File: config.mk
export PLATFORM = sky130hd
export DESIGN_NAME = dma_err_capture
export DESIGN_NICKNAME = d
export VERILOG_FILES = /design/src/rtl/dmaerr_pkg.sv /design/src/rtl/dmaerr_prio_chk.sv /design/src/rtl/dmaerr_seq.sv /design/src/rtl/dmaerr_rec.sv /design/src/rtl/dma_err_capture.sv
export SDC_FILE = /design/constraint.sdc
export NUM_CORES = 1
export LEC_CHECK = 0
export ABC_AREA = 1
export BUFFER_PORTS_ARGS = -buffer_cell sky130_fd_sc_hd__buf_2
export CORE_ASPECT_RATIO = 1.75
export CORE_MARGIN = 2
export CORE_UTILIZATION = 49
export CTS_CLUSTER_SIZE = 20
export DETAILED_ROUTE_END_ITERATION = 10
export GPL_ROUTABILITY_DRIVEN = 0
export PLACE_DENSITY_LB_ADDON = 0.1
export RECOVER_POWER = 25
export SETUP_SLACK_MARGIN = 0.02
export SYNTH_ARGS = -nofsm -noshare
export SYNTH_HDL_FRONTEND = slang
export SYNTH_HIERARCHICAL = 1
export SYNTH_SLANG_ARGS = --single-unit
File: constraint.sdc
create_clock -name clk -period 2 [get_ports clk]
set_input_delay 0 -clock clk [delete_from_list [all_inputs] [get_ports clk]]
set_output_delay 0 -clock clk [all_outputs]
set_load 0.03 [all_outputs]
File: src/rtl/dmaerr_pkg.sv
package dmaerr_pkg;
  localparam int ETW = 10;
  localparam int CFW = 6;
  localparam int E_DBE = 0;
  localparam int E_SBE = 1;
  localparam int E_CFG = 2;
  localparam int E_CPE = 8;
  localparam int E_GPE = 9;

  typedef enum logic [1:0] {
    SQ_IDLE    = 2'd0,
    SQ_ACTIVE  = 2'd1,
    SQ_DEF_SRC = 2'd2,
    SQ_DEF_DST = 2'd3
  } seq_state_t;
endpackage

File: src/rtl/dmaerr_prio_chk.sv
module dmaerr_prio_chk #(
  parameter int NCH  = 16,
  parameter int NGRP = 4,
  parameter int CPW  = 2,
  parameter int GPW  = 2
) (
  input  logic [NCH*CPW-1:0]  chan_prio,
  input  logic [NGRP*GPW-1:0] grp_prio,
  output logic                cpe,
  output logic                gpe
);
  localparam int CPG = NCH / NGRP;

  logic [NGRP-1:0] grp_dup;

  generate
    for (genvar g = 0; g < NGRP; g++) begin : g_grp
      always_comb begin
        grp_dup[g] = 1'b0;
        for (int i = 0; i < CPG; i++) begin
          for (int j = i + 1; j < CPG; j++) begin
            if (chan_prio[(g*CPG+i)*CPW +: CPW] == chan_prio[(g*CPG+j)*CPW +: CPW])
              grp_dup[g] = 1'b1;
          end
        end
      end
    end
  endgenerate

  always_comb begin
    gpe = 1'b0;
    for (int i = 0; i < NGRP; i++) begin
      for (int j = i + 1; j < NGRP; j++) begin
        if (grp_prio[i*GPW +: GPW] == grp_prio[j*GPW +: GPW])
          gpe = 1'b1;
      end
    end
  end

  assign cpe = |grp_dup;
endmodule

File: src/rtl/dmaerr_seq.sv
module dmaerr_seq
  import dmaerr_pkg::*;
#(
  parameter int CHW = 4
) (
  input  logic           clk,
  input  logic           rst_n,
  input  logic           svc_start,
  input  logic [CHW-1:0] act_ch,
  input  logic           cpe,
  input  logic           gpe,
  input  logic [CFW-1:0] cfg_flt,
  input  logic           rd_beat,
  input  logic           rd_last,
  input  logic           src_err,
  input  logic           wr_beat,
  input  logic           wr_last,
  input  logic           dst_err,
  input  logic           done_req,
  output logic           fire,
  output logic [CHW-1:0] fire_ch,
  output logic [ETW-1:0] fire_type,
  output logic           snap_en,
  output logic           cpl_mask
);
  seq_state_t     state_q, state_d;
  logic [CHW-1:0] ch_q, ch_d;

  always_comb begin
    state_d   = state_q;
    ch_d      = ch_q;
    fire      = 1'b0;
    snap_en   = 1'b0;
    fire_type = '0;
    case (state_q)
      SQ_IDLE: begin
        if (svc_start) begin
          ch_d = act_ch;
          if (cpe || gpe) begin
            fire             = 1'b1;
            snap_en          = 1'b1;
            fire_type[E_CPE] = cpe;
            fire_type[E_GPE] = gpe;
          end else begin
            state_d = SQ_ACTIVE;
          end
        end
      end
      SQ_ACTIVE: begin
        if (|cfg_flt) begin
          fire                        = 1'b1;
          snap_en                     = 1'b1;
          fire_type[E_CFG +: CFW]     = cfg_flt;
          state_d                     = SQ_IDLE;
        end else if (rd_beat && src_err) begin
          snap_en = 1'b1;
          if (rd_last) begin
            state_d = SQ_DEF_SRC;
          end else begin
            fire             = 1'b1;
            fire_type[E_SBE] = 1'b1;
            state_d          = SQ_IDLE;
          end
        end else if (wr_beat && dst_err) begin
          snap_en = 1'b1;
          if (wr_last) begin
            state_d = SQ_DEF_DST;
          end else begin
            fire             = 1'b1;
            fire_type[E_DBE] = 1'b1;
            state_d          = SQ_IDLE;
          end
        end else if (done_req) begin
          state_d = SQ_IDLE;
        end
      end
      SQ_DEF_SRC: begin
        if (wr_beat && wr_last) begin
          fire             = 1'b1;
          fire_type[E_SBE] = 1'b1;
          state_d          = SQ_IDLE;
        end
      end
      SQ_DEF_DST: begin
        if (rd_beat && rd_last) begin
          fire             = 1'b1;
          fire_type[E_DBE] = 1'b1;
          state_d          = SQ_IDLE;
        end
      end
      default: state_d = SQ_IDLE;
    endcase
  end

  assign fire_ch  = (state_q == SQ_IDLE) ? act_ch : ch_q;
  assign cpl_mask = snap_en || (state_q == SQ_DEF_SRC) || (state_q == SQ_DEF_DST);

  always_ff @(posedge clk or negedge rst_n) begin
    if (!rst_n) begin
      state_q <= SQ_IDLE;
      ch_q    <= '0;
    end else begin
      state_q <= state_d;
      ch_q    <= ch_d;
    end
  end
endmodule

File: src/rtl/dmaerr_rec.sv
module dmaerr_rec
  import dmaerr_pkg::*;
#(
  parameter int NCH = 16,
  parameter int CHW = 4,
  parameter int AW  = 32,
  parameter int CW  = 16
) (
  input  logic           clk,
  input  logic           rst_n,
  input  logic           fire,
  input  logic [CHW-1:0] fire_ch,
  input  logic [ETW-1:0] fire_type,
  input  logic           snap_en,
  input  logic [AW-1:0]  cur_saddr,
  input  logic [AW-1:0]  cur_daddr,
  input  logic [CW-1:0]  cur_cnt,
  input  logic           clr_vld,
  input  logic [CHW:0]   clr_idx,
  output logic           stop_o,
  output logic [NCH-1:0] err_map,
  output logic           st_vld,
  output logic [ETW-1:0] st_type,
  output logic [CHW-1:0] st_ch,
  output logic [AW-1:0]  flt_saddr,
  output logic [AW-1:0]  flt_daddr,
  output logic [CW-1:0]  flt_cnt
);
  logic [NCH-1:0] clr_mask, set_mask, map_d;
  logic           map_en;

  always_comb begin
    for (int i = 0; i < NCH; i++) begin
      clr_mask[i] = clr_vld && (clr_idx[CHW] || (clr_idx[CHW-1:0] == CHW'(i)));
      set_mask[i] = fire && (fire_ch == CHW'(i));
    end
    map_en = clr_vld || fire;
    map_d  = (err_map & ~clr_mask) | set_mask;
  end

  always_ff @(posedge clk or negedge rst_n) begin
    if (!rst_n) begin
      err_map <= '0;
    end else if (map_en) begin
      err_map <= map_d;
    end
  end

  always_ff @(posedge clk or negedge rst_n) begin
    if (!rst_n) begin
      stop_o <= 1'b0;
    end else begin
      stop_o <= fire;
    end
  end

  always_ff @(posedge clk or negedge rst_n) begin
    if (!rst_n) begin
      st_type <= '0;
      st_ch   <= '0;
    end else if (fire) begin
      st_type <= fire_type;
      st_ch   <= fire_ch;
    end
  end

  always_ff @(posedge clk or negedge rst_n) begin
    if (!rst_n) begin
      flt_saddr <= '0;
      flt_daddr <= '0;
      flt_cnt   <= '0;
    end else if (snap_en) begin
      flt_saddr <= cur_saddr;
      flt_daddr <= cur_daddr;
      flt_cnt   <= cur_cnt;
    end
  end

  assign st_vld = |err_map;
endmodule

File: src/rtl/dma_err_capture.sv
module dma_err_capture
  import dmaerr_pkg::*;
#(
  parameter int NCH  = 16,
  parameter int NGRP = 4,
  parameter int AW   = 32,
  parameter int CW   = 16,
  localparam int CHW = $clog2(NCH),
  localparam int CPW = (NCH / NGRP > 1) ? $clog2(NCH / NGRP) : 1,
  localparam int GPW = (NGRP > 1) ? $clog2(NGRP) : 1
) (
  input  logic                clk,
  input  logic                rst_n,
  input  logic                svc_start,
  input  logic [CHW-1:0]      act_ch,
  input  logic [NCH*CPW-1:0]  chan_prio,
  input  logic [NGRP*GPW-1:0] grp_prio,
  input  logic [5:0]          cfg_flt,
  input  logic                rd_beat,
  input  logic                rd_last,
  input  logic                src_err,
  input  logic                wr_beat,
  input  logic                wr_last,
  input  logic                dst_err,
  input  logic [AW-1:0]       cur_saddr,
  input  logic [AW-1:0]       cur_daddr,
  input  logic [CW-1:0]       cur_cnt,
  input  logic                done_req,
  input  logic                irq_req,
  input  logic                clr_vld,
  input  logic [CHW:0]        clr_idx,
  output logic                done_o,
  output logic                irq_o,
  output logic                stop_o,
  output logic [NCH-1:0]      err_map,
  output logic                st_vld,
  output logic [9:0]          st_type,
  output logic [CHW-1:0]      st_ch,
  output logic [AW-1:0]       flt_saddr,
  output logic [AW-1:0]       flt_daddr,
  output logic [CW-1:0]       flt_cnt
);
  logic           cpe, gpe;
  logic           fire, snap_en, cpl_mask;
  logic [CHW-1:0] fire_ch;
  logic [ETW-1:0] fire_type;

  dmaerr_prio_chk #(
    .NCH(NCH), .NGRP(NGRP), .CPW(CPW), .GPW(GPW)
  ) u_prio (
    .chan_prio (chan_prio),
    .grp_prio  (grp_prio),
    .cpe       (cpe),
    .gpe       (gpe)
  );

  dmaerr_seq #(.CHW(CHW)) u_seq (
    .clk       (clk),
    .rst_n     (rst_n),
    .svc_start (svc_start),
    .act_ch    (act_ch),
    .cpe       (cpe),
    .gpe       (gpe),
    .cfg_flt   (cfg_flt),
    .rd_beat   (rd_beat),
    .rd_last   (rd_last),
    .src_err   (src_err),
    .wr_beat   (wr_beat),
    .wr_last   (wr_last),
    .dst_err   (dst_err),
    .done_req  (done_req),
    .fire      (fire),
    .fire_ch   (fire_ch),
    .fire_type (fire_type),
    .snap_en   (snap_en),
    .cpl_mask  (cpl_mask)
  );

  dmaerr_rec #(.NCH(NCH), .CHW(CHW), .AW(AW), .CW(CW)) u_rec (
    .clk       (clk),
    .rst_n     (rst_n),
    .fire      (fire),
    .fire_ch   (fire_ch),
    .fire_type (fire_type),
    .snap_en   (snap_en),
    .cur_saddr (cur_saddr),
    .cur_daddr (cur_daddr),
    .cur_cnt   (cur_cnt),
    .clr_vld   (clr_vld),
    .clr_idx   (clr_idx),
    .stop_o    (stop_o),
    .err_map   (err_map),
    .st_vld    (st_vld),
    .st_type   (st_type),
    .st_ch     (st_ch),
    .flt_saddr (flt_saddr),
    .flt_daddr (flt_daddr),
    .flt_cnt   (flt_cnt)
  );

  assign done_o = done_req && !cpl_mask;
  assign irq_o  = irq_req && !cpl_mask;
endmodule

==> summary.txt, run 1 <==
Status
  – Status: finished with violations
  – Failing checks: capacitance limit, slew limit

Logic synthesis
  – Mean Syn Cell Area: 9.269 um2
  – Synth top cells by count: nand2_1, dfrtp_1, mux2_4
  – Top post-synthesis cells by area: dfrtp_1, mux2_4, nand2_1
  – Adder-Cell Fraction of Synth Area: 0.007791
  – Top_reg_cell synth: dfrtp_1
  – Synthesis-stage register bit count: 117
  – Post-synthesis xor/xnor area fraction: 0.03818
  – Compound-cell area share of the yosys netlist: 0.01948
  – Largest family of logic cells by synthesized area: simple AND/OR/NAND/NOR gates
  – Post-synth ARST share: 1.000
  – Post-synthesis cell count: 693
  – Register area share after synthesis: 0.4558
  – Most common cell in the synthesized netlist: nand2_1
  – Netlist cell types: 33
  – Synthesized area: 6424 um2
  – Yosys top cell by area: dfrtp_1
  – Post-synth EDFFs: 0
  – Synthesized-area fraction occupied by and/or/nand/nor cells: 0.2207
  – Post-synth top area share: 0.4558
  – Synth warn: 6
  – Post-Syn Nets: 844
  – Mux contribution to synthesized area: 0.1870

Pwr
  – Lkg Pwr: 0.005359 uW
  – Pwr Total: 14850 uW
  – Pwr Density: 1559 nW/um2
  – Max VDD drop: 710.7 uV

Die
  – # IOs: 261
  – Starting Density: 0.4992
  – Die width: 90.55 um
  – Die Area: 14080 um2
  – Cell Rows: 55
  – Die Height: 155.5 um
  – Placeable core region: 12870 um2

Layout
  – Layout cells sized above 1: 0.3755
  – Fillers: 953
  – Fin nets: 1222
  – Ant diodes: 0
  – Area Growth Syn to Fin: 48.21%
  – Final std cells w/o fill: 1255
  – Register area: 2928 um2
  – Multi-input logic area: 3049 um2
  – Final core occ: 0.7398

STA
  – Clk_skew: 11.80 ps
  – Fin crit share: 0.9389
  – Relative slew slack: -0.0003783
  – Actual slew at the worst max-slew pin: 1501 ps
  – RSZ-0062 raised after global routing: true
  – Tmin final: 1878 ps
  – # setup viols final: 0
  – Max Slew Vio Count: 25
  – Final Hold Fails: 0
  – Max frequency: 532.5 MHz

Placement
  – Cells after DPL: 1125
  – Placed wire-length estimate: 12.90 mm
  – PortBufs: 260

Critical path
  – CP Max Fanout: 8
  – CP Launch Type: flop
  – Required @ worst endpoint: 2310 ps
  – Crit path from: u_seq/state_q[0]
  – Reg-to-reg startpoint: u_seq/state_q[0]
  – Setup slack, reg-to-reg: 120 ps
  – Critical Path Sink: u_seq/state_q[1]
  – Setup CP Type: reg -> reg
  – Worst Setup End Kind: flop
  – Critical Path AT: 2190 ps
  – Reg-to-Reg End: u_seq/state_q[1]
  – Worst r2r path cells: 8

Global route
  – Grt ovf: 0
  – Vias in the first global route: 6167
  – Tot GR Track Use: 0.2820
  – Largest net degree at the start of global routing: 71
  – First-pass GRT wire length: 31.12 mm
  – Initial antenna violation count: 0

Detailed routing
  – Routed WL: 19.52 mm
  – DRT antenna net count: 0
  – DRC errors left: 0
  – Via density: 4.739
  – DR pass1 iterations: 5
  – Drt first-iter violations: 247
  – Via count: 5947
  – WL per Instance: 15.56 um

CTS
  – Reg clk slew, reported paths: 60 ps
  – Clock Tree Root: clkbuf_16
  – Clk Latency, worst-skew pair: 410 ps
  – CTS tree: done
  – # H-tree levels: 4
  – Clock sink total: 117
  – Clock buffer depth: 2
  – Num CTS Buffers: 17

Min path
  – Min-delay worst type: in -> reg
  – Min-delay src: rd_beat

Job
  – Maximum Capacitance Violations: 1
## power by group
group / switching [uW] / internal (uW)
sequential: 712 / 3460
combinational: 4600 / 3010
clock: 1150 / 1910
## worst max-delay path: stages, from the launching register on
cell	delay, ps
dfrtp_1	380
buf_4	140
ha_1	220
buf_4	180
nand2_4	100
a21oi_1	50
dlygate4sd3_1	580
nand2_1	80
nand2_1	40
## routing by layer
| metal | up-vias | track usage | share of wire |
|---|---|---|---|
| met4 | 0 | 0.1399 | 0.043 |
| li1 | 2912 | - | - |
| met1 | 2725 | 0.3073 | 0.38 |
| met3 | 56 | 0.06199 | 0.058 |
| met5 | - | 0 | 0 |
| met2 | 254 | 0.5117 | 0.52 |
## worst min path at each step
stage | endpoint | cells past startpoint
3_5_place_dp | u_rec/flt_daddr[13] | 1
6_report | u_rec/st_type[0] | 5
2_1_floorplan | u_rec/err_map[0] | 0
3_3_place_gp | u_rec/flt_daddr[13] | 1
5_1_grt | u_rec/st_type[0] | 5
4_1_cts | u_rec/st_type[0] | 5
## final cells by class
cell class,instances,area share
Tap cell,171,0.02247
Multi-Input combinational cell,493,0.3203
Inverter,67,0.02642
Clock buffer,19,0.04758
Clock inverter,13,0.01538
Timing Repair Buffer,375,0.2603
Sequential cell,117,0.3075
## through the flow
stage	setup TNS, ps	instance area [um2]	hold slack, ps	setup WS [ps]
final	0	9520	15.52	122.1
after global routing	-32.00	9520	35.17	-14.30
after floorplan	0	6424	-295.6	276.3
after detailed placement	0	7946	-66.34	89.03
after CTS	0	9507	0.3129	107.2
after global placement	0	7946	-69.37	104.6
## logic make-up (layout without fill, tap and decap cells)
group           count (synthesis)  in the layout
fa+ha+maj                       4              4
xor+xnor                       28             28
compound gates                 22             22
flops                         117            117
mux                            80             80
simple gates                  359            359
buf+inv                        83            474
## sequential cells by signal, summed over array words and instances, names as in the netlist
name / cells
u_rec/flt_cnt: 16
u_rec/stop_o: 1
u_rec/flt_daddr: 32
u_rec/st_ch: 4
u_rec/err_map: 16
u_rec/st_type: 10
u_seq/ch_q: 4
u_seq/state_q: 2
u_rec/flt_saddr: 32
## timing repair
action | in CTS | in global routing
endpoints found under the hold margin | 220 | 0
hold buffers | 96 | 0
endpoints found under the setup margin | 0 | 26
setup buffers | 0 | 2
resized for setup | 0 | 4
## placed cells by master (no fill, tap or decap), drive strengths merged
master	synthesis	layout
nor2	36	36
o21a	1	1
nand2	302	302
a21oi	3	3
nand3	6	6
ha	4	4
inv	67	70
or2	3	3
and2	1	1
clkinv	0	6
clkinvlp	0	2
xor2	4	4
buf	13	277
dfrtp	117	117
o21bai	1	1
bufinv	0	2
xnor2	24	24
mux2	80	80
nand3b	1	1
dlygate4sd3	0	96
nand4	7	7
o211ai	1	1
clkbuf	3	21
nor3	3	3
o21ai	16	16
Note: power is estimated with default switching activity, not from simulation.
==> inputs of run 2 (changes only) <==
CELL_PAD_IN_SITES_DETAIL_PLACEMENT = 1   (was unset)
CELL_PAD_IN_SITES_GLOBAL_PLACEMENT = 2   (was unset)
CORE_UTILIZATION = 28   (was 49)
==> run 2 against run 1 <==
Compared with the run above: the run still ends with capacitance limit, slew limit left; final cell count grew 11%; via count is 2.0% lower; sequential cell count unchanged; non-clock buffer count increased by 5; wire length rose by 15%; critical endpoint is now done_o; count of clock-buffer cells in the layout increased by 1; highest routed layer unchanged; setup slack improved by 7.2 ps; global-route usage down 9.3 points; critical path depth is 1 higher; utilization down 31 points.
==> summary.txt, run 2 (same netlist as run 1, synthesis figures left out) <==
Status
  – Status: finished with violations
  – Failing checks: capacitance limit, slew limit

Detailed routing
  – DRT antenna net count: 0 (unchanged)
  – DR pass1 iterations: 4 (-1)
  – Drt first-iter violations: 209 (-15%)
  – WL per Instance: 16.23 um (+4.3%)
  – Routed WL: 22.55 mm (+15%)
  – Via density: 4.194 (-11%)
  – DRC errors left: 0 (unchanged)
  – Via count: 5826 (-2.0%)

Min path
  – Min-delay src: rd_beat
  – Min-delay worst type: in -> reg
  – Worst hold stages: 5 (unchanged)
  – Hold Path End: u_rec/st_type[0]

STA
  – Tmin final: 1871 ps (-7.220 ps)
  – Max Slew Vio Count: 24 (-4.0%)
  – RSZ-0062 raised after global routing: true
  – Fin crit share: 0.9353 (-0.003610)
  – Clk_skew: 7.246 ps (-4.557 ps)
  – Actual slew at the worst max-slew pin: 1627 ps (+126.5 ps)
  – Setup TNS: 0 ps (unchanged)
  – Final Hold Fails: 0 (unchanged)
  – Relative slew slack: -0.08470 (-0.08432)
  – WHS: 7.297 ps (-8.221 ps)
  – Max frequency: 534.6 MHz (+0.39%)
  – # setup viols final: 0 (unchanged)

Placement
  – Area after DPL: 8155 um2 (+2.6%)
  – Cells after DPL: 1262 (+12%)
  – Placed wire-length estimate: 17.03 mm (+32%)
  – PortBufs: 260 (unchanged)

Critical path
  – Critical Path AT: 1870 ps (-320 ps)
  – Reg-to-reg startpoint: u_seq/state_q[1]
  – Reg-to-Reg End: u_rec/flt_cnt[9]
  – CP Max Fanout: 3 (-5)
  – Worst Setup End Kind: output pin
  – Worst r2r path cells: 8 (unchanged)
  – Required @ worst endpoint: 2000 ps (-310 ps)
  – Setup CP Type: reg -> out
  – Setup slack, reg-to-reg: 140 ps (+20 ps)
  – CP Launch Type: flop

Pwr
  – Combinational Power Share: 0.502 (-0.010)
  – Int Pwr: 8836 uW (+5.4%)
  – Switching share of power: 0.4211 (-0.01423)
  – Lkg Pwr: 0.005415 uW (+1.0%)
  – Clock group share of total power: 0.227 (+0.020)
  – Pwr Density: 1560 nW/um2 (about the same)
  – Sequential Power Share: 0.271 (-0.010)
  – Max VDD drop: 596.5 uV (-16%)
  – Net load switching power: 6427 uW (-0.55%)

CTS
  – CTS tree: done
  – # H-tree levels: 4 (unchanged)
  – Clock Tree Root: clkbuf_16
  – Num CTS Buffers: 17 (unchanged)
  – Clk Latency, worst-skew pair: 410 ps (about the same)
  – Clock buffer depth: 2 (unchanged)
  – Reg clk slew, reported paths: 60 ps (about the same)
  – Clock sink total: 117 (unchanged)

Layout
  – Final std cells w/o fill: 1389 (+11%)
  – Largest regs: u_rec/flt_daddr (32), u_rec/flt_saddr (32)
  – Final core occ: 0.4319 (-0.3079)
  – Commonest cells after routing, fill and taps aside: nand2_1, buf_2, dfrtp_1, dlygate4sd3_1, mux2_4
  – Ant diodes: 0 (unchanged)
  – Final instance area: 9784 um2 (+2.8%)
  – Fin nets: 1227 (+0.41%)
  – Commonest non-fill, non-tap cell in the layout: nand2_1
  – Fillers: 2700 (+180%)
  – Area Growth Syn to Fin: 52.32%
  – Layout cells sized above 1: 0.3829 (+0.007459)

Die
  – # IOs: 261 (unchanged)
  – Starting Density: 0.2836 (-0.2156)
  – Die width: 118.5 um (+31%)
  – Die Height: 204.4 um (+31%)
  – Cell Rows: 73 (+33%)
  – Die Area: 24220 um2 (+72%)
  – Placeable core region: 22650 um2 (+76%)

Global route
  – First-pass GRT wire length: 35.47 mm (+14%)
  – Initial antenna violation count: 0 (unchanged)
  – Grt ovf: 0 (unchanged)
  – Largest net degree at the start of global routing: 57 (-20%)
  – Vias in the first global route: 6535 (+6.0%)
  – Tot GR Track Use: 0.1891 (-0.09293)

Job
  – Maximum Capacitance Violations: 1 (unchanged)
run 2: cell count changes in the layout (fill, tap and decap cells not counted), moves of 2 or more:
cell	change
buf_2	-2
buf_4	+12
bufinv_16	+4
clkbuf_1	+2
clkinv_4	-3
dlygate4sd3_1	-3
nand2_1	-2
nand2_2	+2
run 2: worst max path at each step:
stage	from	endpoint	depth (start not counted)
after floorplan	u_seq/state_q[0]	u_rec/flt_cnt[0]	9
after global placement	chan_prio[21]	u_rec/flt_daddr[10]	14
after detailed placement	chan_prio[12]	u_rec/flt_daddr[24]	17
after CTS	u_seq/state_q[1]	irq_o	9
after global routing	u_seq/state_q[0]	irq_o	9
final	u_seq/state_q[1]	done_o	9
run 2: layout make-up:
cell class                      instances  area [um2]  share of cell area
Clock buffer                           20       446.7             0.04565
Clock inverter                         12       224.0             0.02289
Inverter                               67       251.5             0.02570
Multi-Input combinational cell        493        3058              0.3125
Sequential cell                       117        2928              0.2992
Tap cell                              300       375.4             0.03836
Timing Repair Buffer                  380        2501              0.2556
run 2: what timing repair did:
item	CTS	global route
buffers inserted	2	0
pin swaps	1	2
hold buffers	93	0
setup endpoints to repair	2	40
endpoints found under the hold margin	210	0
gates resized for setup	3	7
run 2: metrics by stage:
stage / setup WS (ps) / total power (uW)
after global placement: -13.90 / 11540
after CTS: 23.92 / 15390
after detailed placement: -26.84 / 11650
after floorplan: 276.3 / 9420
after global routing: 11.09 / 16100
final: 129.4 / 15260
run 2: layer usage:
layer | vias to the layer above | global-route usage | wire length, um
met5 | - | 0 | 0
met3 | 28 | 0.03990 | 1085
li1 | 2916 | - | -
met2 | 177 | 0.3741 | 12820
met4 | 0 | 0.07100 | 548
met1 | 2705 | 0.1903 | 8095
run 2: power by group through the flow:
stage | Sequential [uW] | Clock, uW | Combinational (uW)
2_1_floorplan | 6150 | 0 | 3270
3_3_place_gp | 4110 | 0 | 7420
3_5_place_dp | 4150 | 0 | 7500
4_1_cts | 4130 | 3560 | 7710
5_1_grt | 4280 | 3670 | 8150
6_report | 4130 | 3460 | 7670
run 2: critical path: stages, from the launching register on:
cell,delay (ps)
dfrtp_1,390
inv_1,80
ha_2,200
nand2_1,90
a21oi_2,130
inv_2,70
buf_4,130
nand4_1,130
nor2_1,70
buf_4,170
